==> src/rtl/conport_pkg.sv <==
package conport_pkg;
  typedef enum logic [2:0] {
    SEL_NONE,
    SEL_RX_CTRL,
    SEL_RX_DATA,
    SEL_TX_CTRL,
    SEL_TX_DATA,
    SEL_HOLE
  } reg_sel_t;

  localparam int unsigned BIT_READY  = 0;
  localparam int unsigned BIT_ENABLE = 1;
  localparam int unsigned IRQ_TX     = 0;
  localparam int unsigned IRQ_RX     = 1;
endpackage

==> src/rtl/conport_decode.sv <==
module conport_decode
  import conport_pkg::*;
#(
  parameter int unsigned ADDR_W = 32,
  parameter logic [ADDR_W-1:0] BASE = 32'hFFFF_0000
) (
  input  logic [ADDR_W-1:0] addr,
  output reg_sel_t          sel
);
  localparam int unsigned WIN_LSB = 4;

  logic in_win;
  assign in_win = (addr[ADDR_W-1:WIN_LSB] == BASE[ADDR_W-1:WIN_LSB]);

  always_comb begin
    sel = SEL_NONE;
    if (in_win) begin
      if (addr[1:0] != 2'b00) begin
        sel = SEL_HOLE;
      end else begin
        unique case (addr[3:2])
          2'd0: sel = SEL_RX_CTRL;
          2'd1: sel = SEL_RX_DATA;
          2'd2: sel = SEL_TX_CTRL;
          default: sel = SEL_TX_DATA;
        endcase
      end
    end
  end
endmodule

==> src/rtl/conport_rx.sv <==
module conport_rx #(
  parameter int unsigned CHAR_W = 8
) (
  input  logic              clk,
  input  logic              rst,
  input  logic              in_valid,
  input  logic [CHAR_W-1:0] in_byte,
  input  logic              pop,
  input  logic              ie_we,
  input  logic              ie_val,
  output logic              full,
  output logic              ie,
  output logic [CHAR_W-1:0] held,
  output logic              take
);
  assign take = ~full;

  always_ff @(posedge clk) begin
    if (rst) begin
      full <= 1'b0;
      ie   <= 1'b0;
      held <= '0;
    end else begin
      if (ie_we) ie <= ie_val;
      if (in_valid && !full) begin
        full <= 1'b1;
        held <= in_byte;
      end else if (pop) begin
        full <= 1'b0;
      end
    end
  end
endmodule

==> src/rtl/conport_tx.sv <==
module conport_tx #(
  parameter int unsigned CHAR_W = 8
) (
  input  logic              clk,
  input  logic              rst,
  input  logic              push,
  input  logic [CHAR_W-1:0] push_byte,
  input  logic              ie_we,
  input  logic              ie_val,
  input  logic              sink_ack,
  output logic              ready,
  output logic              ie,
  output logic              out_valid,
  output logic [CHAR_W-1:0] out_byte
);
  assign ready = ~out_valid;

  always_ff @(posedge clk) begin
    if (rst) begin
      out_valid <= 1'b0;
      out_byte  <= '0;
      ie        <= 1'b0;
    end else begin
      if (ie_we) ie <= ie_val;
      if (out_valid) begin
        if (sink_ack) out_valid <= 1'b0;
      end else if (push) begin
        out_valid <= 1'b1;
        out_byte  <= push_byte;
      end
    end
  end
endmodule

==> src/rtl/conport_top.sv <==
module conport_top
  import conport_pkg::*;
#(
  parameter int unsigned ADDR_W = 32,
  parameter int unsigned DATA_W = 32,
  parameter int unsigned CHAR_W = 8,
  parameter logic [ADDR_W-1:0] BASE = 32'hFFFF_0000
) (
  input  logic              clk,
  input  logic              rst,
  input  logic              bus_req,
  input  logic              bus_we,
  input  logic [ADDR_W-1:0] bus_addr,
  input  logic [DATA_W-1:0] bus_wdata,
  output logic              bus_ack,
  output logic [DATA_W-1:0] bus_rdata,
  input  logic              rx_valid,
  input  logic [CHAR_W-1:0] rx_byte,
  output logic              rx_take,
  output logic              tx_valid,
  output logic [CHAR_W-1:0] tx_byte,
  input  logic              tx_ack,
  output logic [1:0]        irq
);
  localparam int unsigned PAD_W = DATA_W - CHAR_W;

  reg_sel_t sel;
  logic     rd, wr;
  logic     rx_full, rx_ie, tx_ready, tx_ie;
  logic [CHAR_W-1:0] rx_held;
  logic [DATA_W-1:0] rd_mux;

  conport_decode #(.ADDR_W(ADDR_W), .BASE(BASE)) dec_i (
    .addr (bus_addr),
    .sel  (sel)
  );

  assign rd = bus_req && !bus_we;
  assign wr = bus_req &&  bus_we;

  conport_rx #(.CHAR_W(CHAR_W)) rx_i (
    .clk      (clk),
    .rst      (rst),
    .in_valid (rx_valid),
    .in_byte  (rx_byte),
    .pop      (rd && sel == SEL_RX_DATA),
    .ie_we    (wr && sel == SEL_RX_CTRL),
    .ie_val   (bus_wdata[BIT_ENABLE]),
    .full     (rx_full),
    .ie       (rx_ie),
    .held     (rx_held),
    .take     (rx_take)
  );

  conport_tx #(.CHAR_W(CHAR_W)) tx_i (
    .clk       (clk),
    .rst       (rst),
    .push      (wr && sel == SEL_TX_DATA),
    .push_byte (bus_wdata[CHAR_W-1:0]),
    .ie_we     (wr && sel == SEL_TX_CTRL),
    .ie_val    (bus_wdata[BIT_ENABLE]),
    .sink_ack  (tx_ack),
    .ready     (tx_ready),
    .ie        (tx_ie),
    .out_valid (tx_valid),
    .out_byte  (tx_byte)
  );

  always_comb begin
    rd_mux = '0;
    unique case (sel)
      SEL_RX_CTRL: begin
        rd_mux[BIT_READY]  = rx_full;
        rd_mux[BIT_ENABLE] = rx_ie;
      end
      SEL_TX_CTRL: begin
        rd_mux[BIT_READY]  = tx_ready;
        rd_mux[BIT_ENABLE] = tx_ie;
      end
      SEL_RX_DATA: rd_mux = {{PAD_W{1'b0}}, rx_held};
      default: rd_mux = '0;
    endcase
  end

  always_ff @(posedge clk) begin
    if (rst) begin
      bus_ack   <= 1'b0;
      bus_rdata <= '0;
    end else begin
      bus_ack   <= bus_req && (sel != SEL_NONE);
      bus_rdata <= rd ? rd_mux : '0;
    end
  end

  assign irq[IRQ_TX] = tx_ready && tx_ie;
  assign irq[IRQ_RX] = rx_full  && rx_ie;
endmodule

==> config.mk <==
export PLATFORM = sky130hd
export DESIGN_NAME = conport_top
export DESIGN_NICKNAME = d
export VERILOG_FILES = /design/src/rtl/conport_pkg.sv /design/src/rtl/conport_decode.sv /design/src/rtl/conport_rx.sv /design/src/rtl/conport_tx.sv /design/src/rtl/conport_top.sv
export SDC_FILE = /design/constraint.sdc
export NUM_CORES = 1
export LEC_CHECK = 0
export BUFFER_PORTS_ARGS = -buffer_cell sky130_fd_sc_hd__buf_2
export CORE_MARGIN = 2
export CORE_UTILIZATION = 39
export DETAILED_ROUTE_END_ITERATION = 8
export GPL_ROUTABILITY_DRIVEN = 1
export GPL_TIMING_DRIVEN = 0
export PLACE_DENSITY = 0.8
export SKIP_CTS_REPAIR_TIMING = 1
export SLEW_MARGIN = 20
export SYNTH_ARGS = -nofsm -noshare
export SYNTH_HDL_FRONTEND = slang
export SYNTH_SLANG_ARGS = --single-unit
==> constraint.sdc <==
create_clock -name clk -period 2.7 [get_ports clk]
set_input_delay 0.405 -clock clk [delete_from_list [all_inputs] [get_ports clk]]
set_output_delay 0.405 -clock clk [all_outputs]
set_load 0.05 [all_outputs]
==> results of run 1 <==
==> worst max-delay path: cells and delay by family <==
family,cells,cell delay [ps]
adder cells (fa/ha/maj),1,210
AND/OR/NAND/NOR,3,1570
multiplexers,1,250
buffers and inverters,2,150
==> cell type report <==
cell class	count	area (um2)
fill	352	1570
buffer	29	199
inverter	4	15.0
clock inverter	3	17.5
clock buffer	5	68.8
sequential	29	581
tap	48	60.1
timing repair buffer	74	370
multi-input combinational	124	806
==> layout by cell type, fill, tap and decap left out, types with 2 or more instances in the layout <==
master	netlist	routed
nor4_1	8	8
nand2b_1	19	19
ha_1	3	3
nand2_1	3	3
and2_1	7	7
nor2_1	12	12
nand4_1	5	5
nor4b_1	2	2
nor2b_1	2	2
nand3_1	3	3
buf_4	24	24
nor3_1	4	4
clkbuf_8	0	5
conb_1	1	24
clkinv_2	0	2
inv_1	4	4
clkbuf_1	5	5
buf_2	0	74
dfxtp_1	29	29
or4_4	2	2
mux2i_1	18	18
==> metrics by stage <==
stage / setup slack, ps / area [um2] / power, uW / utilization, % / hold WS, ps
global placement: 36.9 / 2030 / 651 / 55.1 / 432
global route: 196 / 2120 / 1040 / 57.4 / 348
detailed placement: -20.9 / 2030 / 654 / 55.1 / 441
floorplan: 324 / 1600 / 600 / - / 429
CTS: 272 / 2120 / 995 / 57.4 / 334
finish: 313 / 2120 / 985 / 57.4 / 349
==> cells by family (layout without fill, tap and decap cells) <==
family,count (synthesis),count (layout)
AO/OA/AOI/OAI,4,4
adder cells (fa/ha/maj),3,3
buffers and inverters,33,115
flip-flops,29,29
multiplexers,19,19
other,1,24
AND/OR/NAND/NOR,74,74
==> path summary, 6_finish.rpt <==
check | from | endpoint | slack (ps) | depth (start not counted)
max | bus_addr[2] | tx_i.out_byte[0]$_SDFFE_PP0P_ | 310 | 7
min | bus_we | bus_rdata[1]$_SDFF_PP0_ | 350 | 2
max reg2reg | tx_i.out_valid$_SDFF_PP0_ | tx_i.out_byte[0]$_SDFFE_PP0P_ | 950 | 3
min reg2reg | rx_i.held[7]$_SDFFE_PP0P_ | bus_rdata[7]$_SDFF_PP0_ | 450 | 1
==> state kept, by name, summed over array words and instances, names as in the netlist <==
name	count
rx_i.full	1
rx_i.held	8
bus_ack	1
bus_rdata	8
tx_i.out_valid	1
tx_i.out_byte	8
rx_i.ie	1
tx_i.ie	1
==> routing by layer <==
layer	vias up	track usage, %	wire length (um)
met4	0	3.06	0
met5	-	0	0
met2	60	30.0	1670
met1	600	19.1	1400
li1	728	-	-
met3	0	7.84	303
==> power breakdown <==
| part | leakage (uW) | total [uW] | internal (uW) | switching (uW) |
|---|---|---|---|---|
| Sequential | 0.000235 | 441 | 436 | 4.39 |
| Clock | 0.0000439 | 339 | 177 | 162 |
| Combinational | 0.000780 | 205 | 77.5 | 128 |
| Total | 0.00106 | 985 | 691 | 294 |
==> out/qor.yml, run 1 <==
run_status:
  status: "complete, no violations"
synthesis:
  synth_simple_gate_area_share_pct: 30.2
  synth_warnings: 0
  yosysSeqAreaShare_pct: 38.3
  yosysMostFrequentCell: "dfxtp_1"
  synthTopCellsByCount: "dfxtp_1 (29), buf_4 (24), nand2b_1 (19)"
  synthesis.area_mm2: 0.00151
  async_flop_share_pct: 0
  synthXorXnorAreaFrac_pct: 0
  synth-seq-cells: 29
  ys_top_cells_by_area: "dfxtp_1 (38%), mux2i_1 (12%), buf_4 (12%), nand2b_1 (7.9%), nor4_1 (3.3%)"
  yosys.area.top_type: "dfxtp_1"
  synth_ff_type: "dfxtp_1"
  syn-instance-count: 163
  synthAdderAreaFrac_pct: 2.48
  synth_area_per_cell_um2: 9.29
  ys_types: 30
  synth-edff-count: 0
  synth_compound_area_share_pct: 1.90
  synth_top_family_by_area: "simple AND/OR/NAND/NOR gates"
  synthMuxAreaShare_pct: 12.6
  synth_top_area_share_pct: 38.3
clock_network:
  cts_buffer_depth: 2
  cts_tree: "built"
  cts_made_buffers: 5
  cts-root-buf: "clkbuf_8"
  insertion_delay_ps: 280
  clock-sinks: 29
  cts_htree_levels: 2
  path_clk_slew_ps: 60
route:
  drc_errors: 0
  dr.pass1.iters: 5
  avgRoutedWirePerCell_um: 10.7
  dr.first_iter.drc_count: 78
  drt-total-wl_mm: 3.37
  vias: 1388
  ant_nets: 0
  viasPerCell: 4.39
global_routing:
  grt_max_degree: 11
  grt_pass1_vias: 1346
  overflow: 0
  grt_pass1_wl_mm: 5.72
  track_usage_pct: 17.1
  antenna_found_initial: 0
sta:
  finalHoldViolations: 0
  final_max_slew_viol_count: 0
  tns_ps: 0
  setup_viol: 0
  min_period_ps: 2390
  rsz0062_at_grt: "no"
  fmax_mhz: 419
  fin_crit_sh_pct: 88.4
  fin_skew_ps: 2.81
  tightest_slew_ps: 764
  relSlewSlack_pct: 48.6
critical_path:
  crit_chain: "buf_2 -> inv_1 -> ha_1 -> or4_4 -> or4_4 -> nor4_4 -> mux2i_1"
  critPathCaptureType: "flop"
  worstSetupPathType: "input pin to flop"
  cp_slowest_stage_delay_ps: 540
  cp_max_fo: 8
  start_kind: "input pin"
  crit_arrival_ps: 2590
  crit_path_frequent_cell: "or4_4"
  slowest_stage: "nor4_4"
  worstPathRequired_ps: 2910
cells_and_area:
  layout.cells.non_filler: 316
  antennaDiodeCount: 0
  area.growth.synth_to_final_pct: 39.8
  nNetsFinal: 348
  drive_gt1_share_pct: 41.8
place:
  placed_cells: 308
  dp_hpwl_mm: 2.76
  io_buffers: 74
  place_congestion: 0.796
flow_run:
  drv_cap: 0
pwr:
  leakagePower_uw: 0.00106
  max-vdd-ir-drop_v: 0.000239
  power_density_mw_per_mm2: 465
floorplan:
  dieWidth_um: 66.3
  core_area_mm2: 0.00369
  initial_core_util_pct: 41.0
  num_io_pins: 123
  rows: 22
  die-area_mm2: 0.00440
  dieHeight_um: 66.3
hold_path:
  min-delay-path-class: "input pin to flop"
Power figures use the tool's default switching activity.
==> run 2, diff against run 1 <==
==> constraint.sdc (replaced) <==
create_clock -name clk -period 2.2 [get_ports clk]
set_input_delay 0.33 -clock clk [delete_from_list [all_inputs] [get_ports clk]]
set_output_delay 0.33 -clock clk [all_outputs]
set_load 0.05 [all_outputs]
==> run 2 against run 1 <==
Compared with the run above: register-to-register slack worse by 360 ps; cell count is 0.32% higher; combinational power is 27% higher; critical endpoint is now tx_i.out_valid$_SDFF_PP0_; highest routed layer is now met4.
==> out/qor.yml, run 2 (same netlist as run 1, synthesis figures left out) <==
clock_network:
  cts_tree: "built"
  insertion_delay_ps: 270
  cts_htree_levels: 2
  cts_made_buffers: 5
  clock-sinks: 29
  path_clk_slew_ps: 60
  cts_buffer_depth: 2
  cts-root-buf: "clkbuf_8"
critical_path:
  cp_top_family: "simple AND/OR/NAND/NOR gates"
  crit_end: "tx_i.out_valid$_SDFF_PP0_"
  cp_max_fo: 4
  start_kind: "input pin"
  critPathCaptureType: "flop"
  slowest_stage: "or4_2"
  reg2reg_depth: 3
  regToRegSetupSlack_ps: 590
  crit_start: "bus_addr[2]"
  r2r-end: "tx_i.out_valid$_SDFF_PP0_"
  cp.depth: 7
  worstPathRequired_ps: 2400
  crit_path_frequent_cell: "or4_4"
  crit_arrival_ps: 2340
  worstReg2RegStart: "tx_i.out_valid$_SDFF_PP0_"
  worstSetupPathType: "input pin to flop"
  crit_chain: "buf_8 -> inv_12 -> ha_4 -> or4_4 -> or4_4 -> or4_2 -> a21oi_1"
  worst-path-buf-inv: 2
  cp_slowest_stage_delay_ps: 560
cells_and_area:
  fillCellCount: 346
  design_area_mm2: 0.00225
  area.growth.synth_to_final_pct: 48.6
  layout.cells.non_filler: 317
  drive_gt1_share_pct: 43.9
  nNetsFinal: 349
  most-common-layout-cells: "buf_2 (72), dfxtp_1 (29), buf_4 (24), conb_1 (24), nand2b_1 (19)"
  top_regs: "bus_rdata x8, rx_i.held x8, tx_i.out_byte x8"
  final_common_cell: "buf_2"
  antennaDiodeCount: 0
route:
  dr.pass1.iters: 4
  ant_nets: 0
  viasPerCell: 4.38
  vias: 1390
  dr.first_iter.drc_count: 58
  drt-total-wl_mm: 3.36
  drc_errors: 0
  avgRoutedWirePerCell_um: 10.6
global_routing:
  grt.met3_usage_pct: 5.45
  grt_pass1_wl_mm: 5.55
  grt_pass1_vias: 1330
  overflow: 0
  grt_busiest_layer: "met2"
  antenna_found_initial: 0
  grt_max_degree: 11
  use_met1_pct: 17.8
  grt_use_met2_pct: 29.8
  track_usage_pct: 16.3
sta:
  finalHoldViolations: 0
  fin_crit_sh_pct: 97.4
  fmax_mhz: 466
  min_period_ps: 2140
  fin_skew_ps: 5.62
  final_max_slew_viol_count: 0
  setup_viol: 0
  rsz0062_at_grt: "no"
  tightest_slew_ps: 801
  relSlewSlack_pct: 46.1
  fin_ws_ps: 56.2
floorplan:
  core_area_mm2: 0.00369
  dieWidth_um: 66.3
  dieHeight_um: 66.3
  num_io_pins: 123
  initial_core_util_pct: 41.0
  die-area_mm2: 0.00440
  rows: 22
place:
  dp_hpwl_mm: 2.72
  placed_cell_area_mm2: 0.00206
  pre_cts_ws_ps: -430
  placed_cells: 308
  place_congestion: 0.823
  io_buffers: 74
pwr:
  max-vdd-ir-drop_v: 0.000472
  power_uw: 1450
  power_density_mw_per_mm2: 645
  leakagePower_uw: 0.00110
hold_path:
  min-delay-path-class: "input pin to flop"
  holdPathStages: 2
run_status:
  status: "complete, no violations"
flow_run:
  drv_cap: 0
-- run 2: cell type report --
class | instances | area [um2] | share of cell area (%)
multi-input cells | 124 | 837 | 37.2
flip-flops and latches | 29 | 581 | 25.8
repair buffers | 75 | 407 | 18.1
plain buffers | 29 | 199 | 8.84
clock buffers | 5 | 68.8 | 3.06
clock inverters | 3 | 65.1 | 2.89
well taps | 48 | 60.1 | 2.67
inverters | 4 | 32.5 | 1.45
-- run 2: per-layer routing --
layer	up-vias	share of wire, %
li1	725	-
met1	616	40
met2	45	53
met3	4	6.2
met4	0	1.1
met5	-	0
-- run 2: per-stage QoR --
| stage | hold WS [ps] | util, % | setup TNS, ps |
|---|---|---|---|
| floorplan | 408 | - | -177 |
| global route | 281 | 61.0 | 0 |
| CTS | 263 | 59.5 | -1750 |
| global placement | 433 | 55.9 | -5590 |
| finish | 279 | 61.0 | 0 |
| detailed placement | 440 | 55.9 | -6030 |
-- run 2: power breakdown --
part | internal, uW | switching [uW] | leakage [uW] | total, uW
sequential | 535 | 5.35 | 0.000235 | 540
combinational | 101 | 160 | 0.000795 | 261
clock | 450 | 200 | 0.0000681 | 650
-- run 2: how the worst min path moves through the flow --
stage                         startpoint                 endpoint  slack, ps
4_1_cts                           bus_we  bus_rdata[1]$_SDFF_PP0_        260
2_1_floorplan                     bus_we  bus_rdata[1]$_SDFF_PP0_        410
5_1_grt                           bus_we  bus_rdata[1]$_SDFF_PP0_        280
6_report                          bus_we  bus_rdata[1]$_SDFF_PP0_        280
3_3_place_gp   rx_i.held[7]$_SDFFE_PP0P_  bus_rdata[7]$_SDFF_PP0_        430
3_5_place_dp   rx_i.held[5]$_SDFFE_PP0P_  bus_rdata[5]$_SDFF_PP0_        440
